### src/rtl/can_txmb_pkg.sv
package can_txmb_pkg;

  localparam logic [2:0] FLD_MODE  = 3'd0;
  localparam logic [2:0] FLD_ID    = 3'd1;
  localparam logic [2:0] FLD_DLO   = 3'd2;
  localparam logic [2:0] FLD_DHI   = 3'd3;
  localparam logic [2:0] FLD_CTRL  = 3'd4;
  localparam logic [2:0] FLD_ABORT = 3'd5;

  localparam int CMD_BIT   = 23;
  localparam int RTR_BIT   = 20;
  localparam int DLC_LSB   = 16;
  localparam int EXT_BIT   = 29;
  localparam int PRIO_LSB  = 4;
  localparam int ST_READY  = 23;
  localparam int ST_ABORT  = 22;

  typedef struct packed {
    logic loadPrio;
    logic loadId;
    logic loadDlo;
    logic loadDhi;
    logic loadCtrl;
  } mbStrobe_t;

endpackage

### src/rtl/tx_mb_ctrl.sv
module tx_mb_ctrl
  import can_txmb_pkg::*;
#(
  parameter int NUM_MB = 4,
  parameter int PRIO_W = 4,
  parameter int IDX_W  = 2
) (
  input  logic                           clk,
  input  logic                           rstN,
  input  logic                           regWrEn,
  input  logic [IDX_W-1:0]               regWrMb,
  input  logic [2:0]                     regWrField,
  input  logic [31:0]                    regWrData,
  input  logic [NUM_MB-1:0][PRIO_W-1:0]  prioVec,
  input  logic                           txReady,
  input  logic                           txDone,
  input  logic                           txLost,
  input  logic                           irqRdEn,
  input  logic [IDX_W-1:0]               rdMb,
  output mbStrobe_t                      strobe,
  output logic                           txValid,
  output logic [IDX_W-1:0]               txIdx,
  output logic                           busy,
  output logic [IDX_W-1:0]               busyIdx,
  output logic [NUM_MB-1:0]              pendingVec,
  output logic [NUM_MB-1:0]              readyVec,
  output logic [NUM_MB-1:0]              irqStatus,
  output logic [31:0]                    rdStatus
);

  logic [NUM_MB-1:0] modeVec;
  logic [NUM_MB-1:0] abortVec;
  logic              busyQ;
  logic [IDX_W-1:0]  busyIdxQ;
  logic [IDX_W-1:0]  candIdx;
  logic              found;
  logic [PRIO_W-1:0] bestPrio;
  logic              ctrlGo;
  logic              abortWr;
  logic              accept;
  logic              finDone;
  logic              finLost;

  // register write decode: gating of id/prio by mode, request acceptance
  always_comb begin
    ctrlGo = regWrEn && (regWrField == FLD_CTRL) && regWrData[CMD_BIT]
             && modeVec[regWrMb] && !pendingVec[regWrMb];
    strobe.loadPrio = regWrEn && (regWrField == FLD_MODE) && !modeVec[regWrMb];
    strobe.loadId   = regWrEn && (regWrField == FLD_ID) && !modeVec[regWrMb];
    strobe.loadDlo  = regWrEn && (regWrField == FLD_DLO);
    strobe.loadDhi  = regWrEn && (regWrField == FLD_DHI);
    strobe.loadCtrl = ctrlGo;
    abortWr = regWrEn && (regWrField == FLD_ABORT);
  end

  // arbiter: smallest priority wins, strict compare keeps lowest index on ties
  always_comb begin
    found    = 1'b0;
    candIdx  = '0;
    bestPrio = '1;
    for (int i = 0; i < NUM_MB; i++) begin
      if (pendingVec[i] && (!found || prioVec[i] < bestPrio)) begin
        found    = 1'b1;
        candIdx  = IDX_W'(i);
        bestPrio = prioVec[i];
      end
    end
  end

  assign txValid = found && !busyQ;
  assign accept  = txValid && txReady;
  assign finDone = busyQ && txDone;
  assign finLost = busyQ && txLost && !txDone;
  assign txIdx   = busyQ ? busyIdxQ : candIdx;
  assign busy    = busyQ;
  assign busyIdx = busyIdxQ;

  always_ff @(posedge clk) begin
    if (!rstN) begin
      busyQ    <= 1'b0;
      busyIdxQ <= '0;
    end else if (accept) begin
      busyQ    <= 1'b1;
      busyIdxQ <= candIdx;
    end else if (finDone || finLost) begin
      busyQ    <= 1'b0;
    end
  end

  for (genvar i = 0; i < NUM_MB; i++) begin : gMb
    logic modeR, pendR, readyR, abortR, abortReqR, irqR;
    logic hitI, ownI, abHit, startI, doneI, lostI, cancelI, lostAbI, deferI, evtI;

    always_comb begin
      hitI    = (regWrMb == IDX_W'(i));
      ownI    = busyQ && (busyIdxQ == IDX_W'(i));
      abHit   = abortWr && regWrData[i];
      startI  = ctrlGo && hitI;
      doneI   = finDone && ownI;
      lostI   = finLost && ownI;
      cancelI = abHit && pendR && !ownI;
      lostAbI = lostI && (abortReqR || abHit);
      deferI  = abHit && ownI && !doneI && !lostI;
      evtI    = doneI || cancelI || lostAbI;
    end

    always_ff @(posedge clk) begin
      if (!rstN) begin
        modeR     <= 1'b0;
        pendR     <= 1'b0;
        readyR    <= 1'b1;
        abortR    <= 1'b0;
        abortReqR <= 1'b0;
        irqR      <= 1'b0;
      end else begin
        if (regWrEn && hitI && (regWrField == FLD_MODE))
          modeR <= regWrData[0];
        if (startI) begin
          pendR     <= 1'b1;
          readyR    <= 1'b0;
          abortR    <= 1'b0;
          abortReqR <= 1'b0;
        end else if (doneI) begin
          pendR     <= 1'b0;
          readyR    <= 1'b1;
          abortR    <= 1'b0;
          abortReqR <= 1'b0;
        end else if (cancelI || lostAbI) begin
          pendR     <= 1'b0;
          readyR    <= 1'b1;
          abortR    <= 1'b1;
          abortReqR <= 1'b0;
        end else if (deferI) begin
          abortReqR <= 1'b1;
        end
        irqR <= evtI || (irqR && !irqRdEn);
      end
    end

    assign modeVec[i]    = modeR;
    assign pendingVec[i] = pendR;
    assign readyVec[i]   = readyR;
    assign abortVec[i]   = abortR;
    assign irqStatus[i]  = irqR;
  end

  always_comb begin
    rdStatus           = '0;
    rdStatus[ST_READY] = readyVec[rdMb];
    rdStatus[ST_ABORT] = abortVec[rdMb];
    rdStatus[0]        = modeVec[rdMb];
  end

endmodule

### src/rtl/tx_mb_data.sv
module tx_mb_data
  import can_txmb_pkg::*;
#(
  parameter int NUM_MB = 4,
  parameter int PRIO_W = 4,
  parameter int ID_W   = 29,
  parameter int IDX_W  = 2
) (
  input  logic                          clk,
  input  logic                          rstN,
  input  mbStrobe_t                     strobe,
  input  logic [IDX_W-1:0]              wrMb,
  input  logic [31:0]                   wrData,
  input  logic [IDX_W-1:0]              txIdx,
  output logic [NUM_MB-1:0][PRIO_W-1:0] prioVec,
  output logic [ID_W-1:0]               txId,
  output logic                          txExt,
  output logic [3:0]                    txDlc,
  output logic                          txRtr,
  output logic [63:0]                   txData
);

  logic [ID_W-1:0] idA   [NUM_MB];
  logic            extA  [NUM_MB];
  logic [3:0]      dlcA  [NUM_MB];
  logic            rtrA  [NUM_MB];
  logic [63:0]     dataA [NUM_MB];

  for (genvar i = 0; i < NUM_MB; i++) begin : gStore
    logic              selI;
    logic [PRIO_W-1:0] prioR;
    logic [ID_W-1:0]   idR;
    logic              extR;
    logic [3:0]        dlcR;
    logic              rtrR;
    logic [63:0]       dataR;

    assign selI = (wrMb == IDX_W'(i));

    always_ff @(posedge clk) begin
      if (!rstN) begin
        prioR <= '0;
        idR   <= '0;
        extR  <= 1'b0;
        dlcR  <= '0;
        rtrR  <= 1'b0;
        dataR <= '0;
      end else if (selI) begin
        if (strobe.loadPrio) prioR <= wrData[PRIO_LSB +: PRIO_W];
        if (strobe.loadId) begin
          idR  <= wrData[ID_W-1:0];
          extR <= wrData[EXT_BIT];
        end
        if (strobe.loadDlo) dataR[31:0]  <= wrData;
        if (strobe.loadDhi) dataR[63:32] <= wrData;
        if (strobe.loadCtrl) begin
          dlcR <= wrData[DLC_LSB +: 4];
          rtrR <= wrData[RTR_BIT];
        end
      end
    end

    assign prioVec[i] = prioR;
    assign idA[i]     = idR;
    assign extA[i]    = extR;
    assign dlcA[i]    = dlcR;
    assign rtrA[i]    = rtrR;
    assign dataA[i]   = dataR;
  end

  assign txId   = idA[txIdx];
  assign txExt  = extA[txIdx];
  assign txDlc  = dlcA[txIdx];
  assign txRtr  = rtrA[txIdx];
  assign txData = dataA[txIdx];

endmodule

### src/rtl/can_tx_mb_arbiter.sv
module can_tx_mb_arbiter
  import can_txmb_pkg::*;
#(
  parameter int NUM_MB = 4,
  parameter int PRIO_W = 4,
  parameter int ID_W   = 29,
  localparam int IDX_W = (NUM_MB > 1) ? $clog2(NUM_MB) : 1
) (
  input  logic              clk,
  input  logic              rstN,
  input  logic              regWrEn,
  input  logic [IDX_W-1:0]  regWrMb,
  input  logic [2:0]        regWrField,
  input  logic [31:0]       regWrData,
  input  logic [IDX_W-1:0]  rdMb,
  output logic [31:0]       rdStatus,
  input  logic              irqRdEn,
  output logic [NUM_MB-1:0] irqStatus,
  output logic              txValid,
  input  logic              txReady,
  output logic [ID_W-1:0]   txId,
  output logic              txExt,
  output logic [3:0]        txDlc,
  output logic              txRtr,
  output logic [63:0]       txData,
  input  logic              txDone,
  input  logic              txLost
);

  mbStrobe_t                     strobe;
  logic [NUM_MB-1:0][PRIO_W-1:0] prioVec;
  logic [IDX_W-1:0]              txIdx;
  logic                          busy;
  logic [IDX_W-1:0]              busyIdx;
  logic [NUM_MB-1:0]             pendingVec;
  logic [NUM_MB-1:0]             readyVec;

  tx_mb_ctrl #(.NUM_MB(NUM_MB), .PRIO_W(PRIO_W), .IDX_W(IDX_W)) u_ctrl (
    .clk(clk), .rstN(rstN),
    .regWrEn(regWrEn), .regWrMb(regWrMb), .regWrField(regWrField), .regWrData(regWrData),
    .prioVec(prioVec), .txReady(txReady), .txDone(txDone), .txLost(txLost),
    .irqRdEn(irqRdEn), .rdMb(rdMb), .strobe(strobe),
    .txValid(txValid), .txIdx(txIdx), .busy(busy), .busyIdx(busyIdx),
    .pendingVec(pendingVec), .readyVec(readyVec), .irqStatus(irqStatus),
    .rdStatus(rdStatus)
  );

  tx_mb_data #(.NUM_MB(NUM_MB), .PRIO_W(PRIO_W), .ID_W(ID_W), .IDX_W(IDX_W)) u_data (
    .clk(clk), .rstN(rstN), .strobe(strobe), .wrMb(regWrMb), .wrData(regWrData),
    .txIdx(txIdx), .prioVec(prioVec), .txId(txId), .txExt(txExt),
    .txDlc(txDlc), .txRtr(txRtr), .txData(txData)
  );

endmodule

### config.mk
export PLATFORM = sky130hd
export DESIGN_NAME = can_tx_mb_arbiter
export DESIGN_NICKNAME = d
export VERILOG_FILES = /design/src/rtl/can_txmb_pkg.sv /design/src/rtl/tx_mb_ctrl.sv /design/src/rtl/tx_mb_data.sv /design/src/rtl/can_tx_mb_arbiter.sv
export SDC_FILE = /design/constraint.sdc
export NUM_CORES = 1
export LEC_CHECK = 0
export ABC_CLOCK_PERIOD_IN_PS = 12300
export BUFFER_PORTS_ARGS = -buffer_cell sky130_fd_sc_hd__buf_2
export CORE_MARGIN = 5
export CORE_UTILIZATION = 65
export DETAILED_ROUTE_END_ITERATION = 8
export PLACE_DENSITY = 0.95
export SYNTH_ARGS = -nofsm -noshare
export SYNTH_HDL_FRONTEND = slang
export SYNTH_SLANG_ARGS = --single-unit
### constraint.sdc
create_clock -name clk -period 12.3 [get_ports clk]
set_clock_uncertainty 0.1 [all_clocks]
set_input_delay 0.615 -clock clk [delete_from_list [all_inputs] [get_ports clk]]
set_output_delay 0.615 -clock clk [all_outputs]
set_load 0.005 [all_outputs]
## Yosys cells after proc, flatten, opt, wreduce, memory -nomap -nowiden

Cells that the tools add are included.

| cells by class | value |
|---|---|
| magnitude comparators | 6 |
| equality and inequality tests | 11 |
| mux-type cells | 62 |
| bitwise logic cells | 2 |
| reduce and logical (&&, ||, !) cells | 155 |

Operators by type and width:

| operator | count |
|---|---|
| binary-select mux 64 bit (select 2 bit) | 1 |
| two-way mux 64 bit | 2 |
| logical AND 1 bit | 75 |
| binary-select mux 29 bit (select 2 bit) | 1 |
| two-way mux 29 bit | 2 |
| two-way mux 1 bit | 40 |
| AND reduction 2 bit | 20 |
| logical OR 1 bit | 24 |
| logical NOT 1 bit | 20 |
| two-way mux 4 bit | 5 |
| OR reduction 4 bit | 4 |
| binary-select mux 1 bit (select 2 bit) | 7 |
| less-than comparator 4 bit | 3 |
| nonzero test 3 bit | 4 |
| OR reduction 3 bit | 4 |
| binary-select mux 4 bit (select 2 bit) | 1 |
| equality test 2 bit (second input constant) | 4 |
| equality test 3 x 2 -> 1 bit (second input constant) | 2 |
| equality test 3 bit (second input constant) | 2 |
| less-than comparator 2 x 3 -> 1 bit (second input constant) | 2 |
| two-way mux 2 bit | 3 |
| equality test 2 x 1 -> 1 bit (second input constant) | 2 |
| logical NOT 2 bit | 2 |
| equality test 3 x 1 -> 1 bit (second input constant) | 1 |
| 5 further kinds | 5 |

| storage, ports and cells | value |
|---|---|
| register bits after elaboration | 439 |
| input bits | 46 |
| output and inout bits | 136 |
| word-level logic and storage cells | 290 |

## Longest topological paths before layout

| depth | value |
|---|---|
| word-level depth | 18 |
| mapped depth | 24 |
| depth with buffers taken out | 21 |

## By module

A second synthesis with hierarchy kept.

| unflattened totals | value |
|---|---|
| cells, all modules | 1810 |
| area, all modules | 19401.1 µm² |

Modules (own cells, without submodules):

| module | times used | cells each | area an instance (µm²) | sequential area each (µm²) |
|---|---|---|---|---|
| tx_mb_data | 1 | 1536 | 17189.0 | 8247.9 |
| tx_mb_ctrl | 1 | 274 | 2212.1 | 540.5 |

## Worst setup path before layout

OpenSTA, ideal clock, no wires.

| timing path | value |
|---|---|
| path type | reg2out |
| start | register u_ctrl.gMb[0].pendR |
| end | output port txId[10] |
| arrival | 4.793 ns |
| required time | 11.585 ns |
| path slack | 6.792 ns |
| stages on the path, launching flop included | 22 |
| path buffers | 3 |
| cell sequence | dfxtp_1 > inv_1 > nor2_1 > ha_1 > a311oi_2 > a32oi_2 > o21ai_0 > ha_1 > a2111oi_0 > o211a_1 > o21a_4 > a21oi_1 > ha_1 > or4b_1 > a21oi_1 > o2111a_1 > o32ai_1 > buf_4 > buf_6 > buf_6 > mux2i_1 > mux2i_1 |

| on the way | value |
|---|---|
| longest elaborated chain between the ends | 18 |
| elaborated cells between the ends (all ways) | 26 |
| classes of those cells | 3 x order compare; 13 x mux; 1 x bitwise; 9 x reduce/logical |

RTL lines:

| what | line | text |
|---|---|---|
| from (decl) | tx_mb_ctrl.sv:91 | `logic modeR, pendR, readyR, abortR, abortReqR, irqR;` |
| from (signal assigned) | tx_mb_ctrl.sv:110 | `pendR <= 1'b0;` |
| from (signal assigned) | tx_mb_ctrl.sv:119 | `pendR <= 1'b1;` |
| from (signal assigned) | tx_mb_ctrl.sv:124 | `pendR <= 1'b0;` |
| two-way mux 4 bit or two-way mux 1 bit (tied branches) | tx_mb_ctrl.sv:62 | `if (pendingVec[i] && (!found \|\| prioVec[i] < bestPrio)) begin` |
| less-than comparator 4 bit or logical NOT 1 bit (tied branches) | tx_mb_ctrl.sv:62 |  |
| logical OR 1 bit | tx_mb_ctrl.sv:62 |  |
| logical AND 1 bit | tx_mb_ctrl.sv:62 |  |
| two-way mux 4 bit or two-way mux 1 bit (tied branches) | tx_mb_ctrl.sv:62 |  |
| less-than comparator 4 bit or logical NOT 1 bit (tied branches) | tx_mb_ctrl.sv:62 |  |
| logical OR 1 bit | tx_mb_ctrl.sv:62 |  |
| logical AND 1 bit | tx_mb_ctrl.sv:62 |  |
| two-way mux 4 bit or two-way mux 1 bit (tied branches) | tx_mb_ctrl.sv:62 |  |
| less-than comparator 4 bit or logical NOT 1 bit (tied branches) | tx_mb_ctrl.sv:62 |  |
| logical OR 1 bit | tx_mb_ctrl.sv:62 |  |
| logical AND 1 bit | tx_mb_ctrl.sv:62 |  |
| two-way mux 2 bit * | tx_mb_ctrl.sv:62 |  |
| two-way mux 2 bit * | tx_mb_ctrl.sv:74 | `assign txIdx = busyQ ? busyIdxQ : candIdx;` |
| inverter 2 -> 3 bit (implied by the code) * | tx_mb_data.sv:71 | `assign txId = idA[txIdx];` |
| binary-select mux 29 bit (select 2 bit) * | tx_mb_data.sv:71 |  |
| two-way mux 29 bit (implied by the code) * (2 in series) | tx_mb_data.sv:71 |  |
| to (decl) | can_tx_mb_arbiter.sv:21 | `output logic [ID_W-1:0] txId,` |

Every way passes the cells marked *; elsewhere a longest branch is shown, timed or not. The select of a mux whose other input is x is not followed.

## Worst setup path in the final report

| timing path | value |
|---|---|
| start | register u_ctrl.gMb[0].pendR |
| end | output port txData[54] |

| on the way | value |
|---|---|
| longest elaborated chain between the ends | 18 |
| elaborated cells between the ends (all ways) | 26 |
| classes of those cells | 3 x order compare; 13 x mux; 1 x bitwise; 9 x reduce/logical |

RTL lines:

| what | line | text |
|---|---|---|
| two-way mux 4 bit or two-way mux 1 bit (tied branches) | tx_mb_ctrl.sv:62 |  |
| less-than comparator 4 bit or logical NOT 1 bit (tied branches) | tx_mb_ctrl.sv:62 |  |
| logical OR 1 bit | tx_mb_ctrl.sv:62 |  |
| logical AND 1 bit | tx_mb_ctrl.sv:62 |  |
| two-way mux 4 bit or two-way mux 1 bit (tied branches) | tx_mb_ctrl.sv:62 |  |
| less-than comparator 4 bit or logical NOT 1 bit (tied branches) | tx_mb_ctrl.sv:62 |  |
| logical OR 1 bit | tx_mb_ctrl.sv:62 |  |
| logical AND 1 bit | tx_mb_ctrl.sv:62 |  |
| two-way mux 4 bit or two-way mux 1 bit (tied branches) | tx_mb_ctrl.sv:62 |  |
| less-than comparator 4 bit or logical NOT 1 bit (tied branches) | tx_mb_ctrl.sv:62 |  |
| logical OR 1 bit | tx_mb_ctrl.sv:62 |  |
| logical AND 1 bit | tx_mb_ctrl.sv:62 |  |
| two-way mux 2 bit * | tx_mb_ctrl.sv:62 |  |
| two-way mux 2 bit * | tx_mb_ctrl.sv:74 |  |
| inverter 2 -> 3 bit (implied by the code) * | tx_mb_data.sv:75 | `assign txData = dataA[txIdx];` |
| binary-select mux 64 bit (select 2 bit) * | tx_mb_data.sv:75 |  |
| two-way mux 64 bit (implied by the code) * (2 in series) | tx_mb_data.sv:75 |  |
| to (decl) | can_tx_mb_arbiter.sv:25 | `output logic [63:0] txData,` |

Marks and branches as above.

==> key figures <==
Timing
  – Fin crit period: 7.81 ns
  – Hold WS: 0.269 ns
  – Max Clock Freq: 128 MHz
  – Slew headroom: 0.0479
  – Part of the cycle the worst path needs: 0.635
  – Worst Tran Pin Value: 1.43 ns
  – Setup TNS: 0 ns
  – Setup repair after global routing missed its margin: no
  – Hold Vio Cnt, Final: 0
  – Final Setup Violations: 0
  – Max-slew violation count: 0

Setup path
  – CP Depth: 22
  – CP max-delay cell: buf_12
  – RR Endpoint: u_ctrl.busyIdx[0]
  – End of the critical path: txData[54]
  – CP Max Fanout: 164
  – Crit-path max cell delay: 0.71 ns
  – Top cell by count, worst path: ha_1
  – WS Path Type: register to output port
  – Req. time, crit path: 11.59 ns
  – R2R cell count: 18
  – CP Capture Type: output port
  – CP startpoint kind: register
  – Top delay family on crit path: compound AO/OA/AOI/OAI gates
  – FF-to-FF setup slack: 7.16 ns
  – CP Cell Sequence: inv_1, nor2_1, ha_1, a311oi_2, a32oi_2, o21ai_0, ha_1, a2111oi_0, o211a_1, o21a_4, nor2_1, a21oi_1, ha_1, o21ai_0, a21o_1, a32oi_1, nand2_1, o32ai_4, buf_12, mux2i_1, mux2i_1, buf_2
  – Worst endpoint data arrival time: 7.10 ns
  – Buf/Inv on CP: 3
  – CP Launch Point: u_ctrl.gMb[0].pendR
  – RR Startpoint: u_ctrl.gMb[0].pendR

Global routing
  – Total routing usage reported by global routing: 0.316
  – First-pass GRT wire length: 92300 um
  – Antenna violations before repair: 3
  – Global route overflow: 0
  – Largest net degree at the start of global routing: 165
  – Number of global-route vias before repair: 18125

Clock tree
  – # hold bufs at CTS: 0
  – TritonCTS clock tree: yes
  – CTS Buffer Depth: 3
  – Root Driver: clkbuf_16
  – Inserted Clock Buffers: 44
  – Clock slew at reported path FFs: 0.06 ns
  – Setup Buffers After CTS: 0
  – # clock sinks: 439
  – CTS resizes: 0
  – Clk_lat worst skew: 0.55 ns
  – H-tree depth: 2

Synthesis
  – Cell area after synthesis: 0.0205 mm^2
  – Yosys top cell by area: dfxtp_1
  – Most common cell in the netlist: nand2_1
  – Post-synth cell types: 49
  – Post-synth EDFFs: 0
  – Cells after synthesis: 2388
  – Main synth FF type: dfxtp_1
  – Area contributors post-synth: dfxtp_1 43%, mux2i_1 16%, nand2_1 14%
  – Sequential area share after synthesis: 0.428
  – Post-synth top area share: 0.428
  – Ys async rst share: 0
  – Yosys warning count: 0
  – Syn_area_per_cell: 8.60 um^2
  – Post-synth top cells: 782 x nand2_1, 439 x dfxtp_1, 335 x mux2i_1, 328 x a21boi_1, 155 x clkbuf_1
  – Synth Register Bits: 439

Detailed routing
  – Drt wl/cell: 20.6 um
  – Vias per inst: 6.27
  – Met2 wire len: 28400 um
  – Detail Route Antenna Nets: 0
  – Detailed Routing Iterations Pass 1: 8
  – Vias: 17890
  – DRC viols: 0
  – DR top layer: met5
  – WL met3: 5620 um
  – Final WL: 58800 um
  – Metal-1 WL: 22000 um
  – Starting DRT DRC Count: 2352

Floorplanning
  – # IOs: 182
  – Die Ht: 188 um
  – Die area: 0.0352 mm^2
  – FP Rows: 65
  – Initial Util: 0.654
  – Core region area: 0.0314 mm^2
  – Die width: 188 um

Placement
  – GPL Wtd Cong: 0.937
  – Number of port buffers: 152
  – Hpwl dp: 34900 um

Finish
  – Synth-to-layout area growth: 9.48%
  – NumNets Final: 2472
  – Fraction of layout cells with a size suffix above 1: 0.111
  – Fillers: 2153
  – Area of the multi-input gates: 0.0107 mm^2
  – Sequential cell area: 0.00879 mm^2

Pwr
  – VDD IR max: 0.134 mV
  – Leakage power: 9.22 nW
  – Power per cell area: 129 mW/mm^2

Status
  – Status: finished, final reports clean

Min path
  – Worst hold-check path type: input pin to register

Flow run
  – Max Cap Viol: 0
## power breakdown
part / internal [mW] / switching [mW]
clock: 0.773 / 0.558
combinational: 0.0403 / 0.0811
sequential: 1.43 / 0.00549
total: 2.24 / 0.645
## state kept, by name, indices dropped and copies added, names as in the netlist
register              cells
u_ctrl.gMb.abortReqR      4
u_data.gStore.prioR      16
u_data.gStore.rtrR        4
u_ctrl.gMb.pendR          4
u_data.gStore.idR       116
u_ctrl.gMb.abortR         4
u_ctrl.busyIdx            2
u_data.gStore.dataR     256
u_ctrl.busy               1
u_ctrl.gMb.readyR         4
u_data.gStore.dlcR       16
u_data.gStore.extR        4
u_ctrl.gMb.irqR           4
u_ctrl.gMb.modeR          4
## layer usage
| layer | vias to the layer above | GRT usage |
|---|---|---|
| met5 | - | 0 |
| met4 | 2 | 0.154 |
| met3 | 274 | 0.0627 |
| met2 | 1082 | 0.543 |
| met1 | 8599 | 0.379 |
| li1 | 7933 | - |
## cells in the final DEF (no fill, tap or decap), types with 14 or more instances in the layout
master     synthesis  final
a21boi_0          50     50
a21boi_1         328    328
buf_2             17    151
buf_4             35     28
clkbuf_16          0     45
conb_1             1     29
dfxtp_1          439    439
mux2i_1          335    335
nand2_1          782    782
nand3_1           14     14
nor2_1            43     34
nor2b_1           47     47
o21ai_0           18     18
## cells by family (layout without fill, tap and decap cells)
group,Yosys count,in the layout,share of synthesized area
adder cells (fa/ha/maj),7,7,0.00427
AND/OR/NAND/NOR,926,926,0.181
flip-flops,439,439,0.428
multiplexers,340,340,0.169
buffers and inverters,230,263,0.0566
AO/OA/AOI/OAI,445,445,0.161
other,1,31,0.000183
## layout make-up
cell class	instances	area share
Clock buffer	66	0.0581
Tap cell	402	0.0224
Multi-Input combinational cell	1747	0.478
Inverter	6	0.00100
Timing Repair Buffer	181	0.0445
Antenna cell	2	0.000223
Clock inverter	10	0.00490
Sequential cell	439	0.391
## worst reg2reg max path, stage by stage, from the launching register on
cell       delay [ns]
dfxtp_1          0.44
inv_1            0.16
nor2_1           0.15
ha_1             0.28
a311oi_2         0.32
a32oi_2          0.25
o21ai_0          0.31
ha_1             0.32
a2111oi_0        0.65
o211a_1          0.26
o21a_4           0.17
a21oi_1          0.08
ha_1             0.22
or4b_1           0.53
a21oi_1          0.20
o2111a_1         0.30
nand2b_1         0.15
nor2_1           0.06
a21oi_1          0.14
## worst min path at each step
| stage | startpoint | endpoint | cells after the start |
|---|---|---|---|
| 2_1_floorplan | u_data.gStore[1].dataR[10] | u_data.gStore[1].dataR[10] | 2 |
| 3_3_place_gp | u_data.gStore[1].idR[4] | u_data.gStore[1].idR[4] | 2 |
| 3_5_place_dp | u_data.gStore[3].idR[22] | u_data.gStore[3].idR[22] | 2 |
| 4_1_cts | txDone | u_ctrl.gMb[3].abortR | 2 |
| 5_1_grt | txDone | u_ctrl.gMb[3].abortR | 2 |
| 6_report | txDone | u_ctrl.gMb[3].abortR | 2 |
## stage by stage
| stage | setup WS [ns] | utilization | std cells | power [mW] | instance area (um^2) |
|---|---|---|---|---|---|
| global placement | 5.57 | 0.671 | 2775 | 1.58 | 21100 |
| global route | 4.10 | 0.716 | 2853 | 2.96 | 22500 |
| CTS | 4.67 | 0.716 | 2851 | 2.89 | 22500 |
| floorplan | 6.79 | - | 2416 | 1.55 | 20600 |
| detailed placement | 5.37 | 0.671 | 2775 | 1.58 | 21100 |
| finish | 4.49 | 0.716 | 2853 | 2.89 | 22500 |
(Power assumes the default switching activity.)
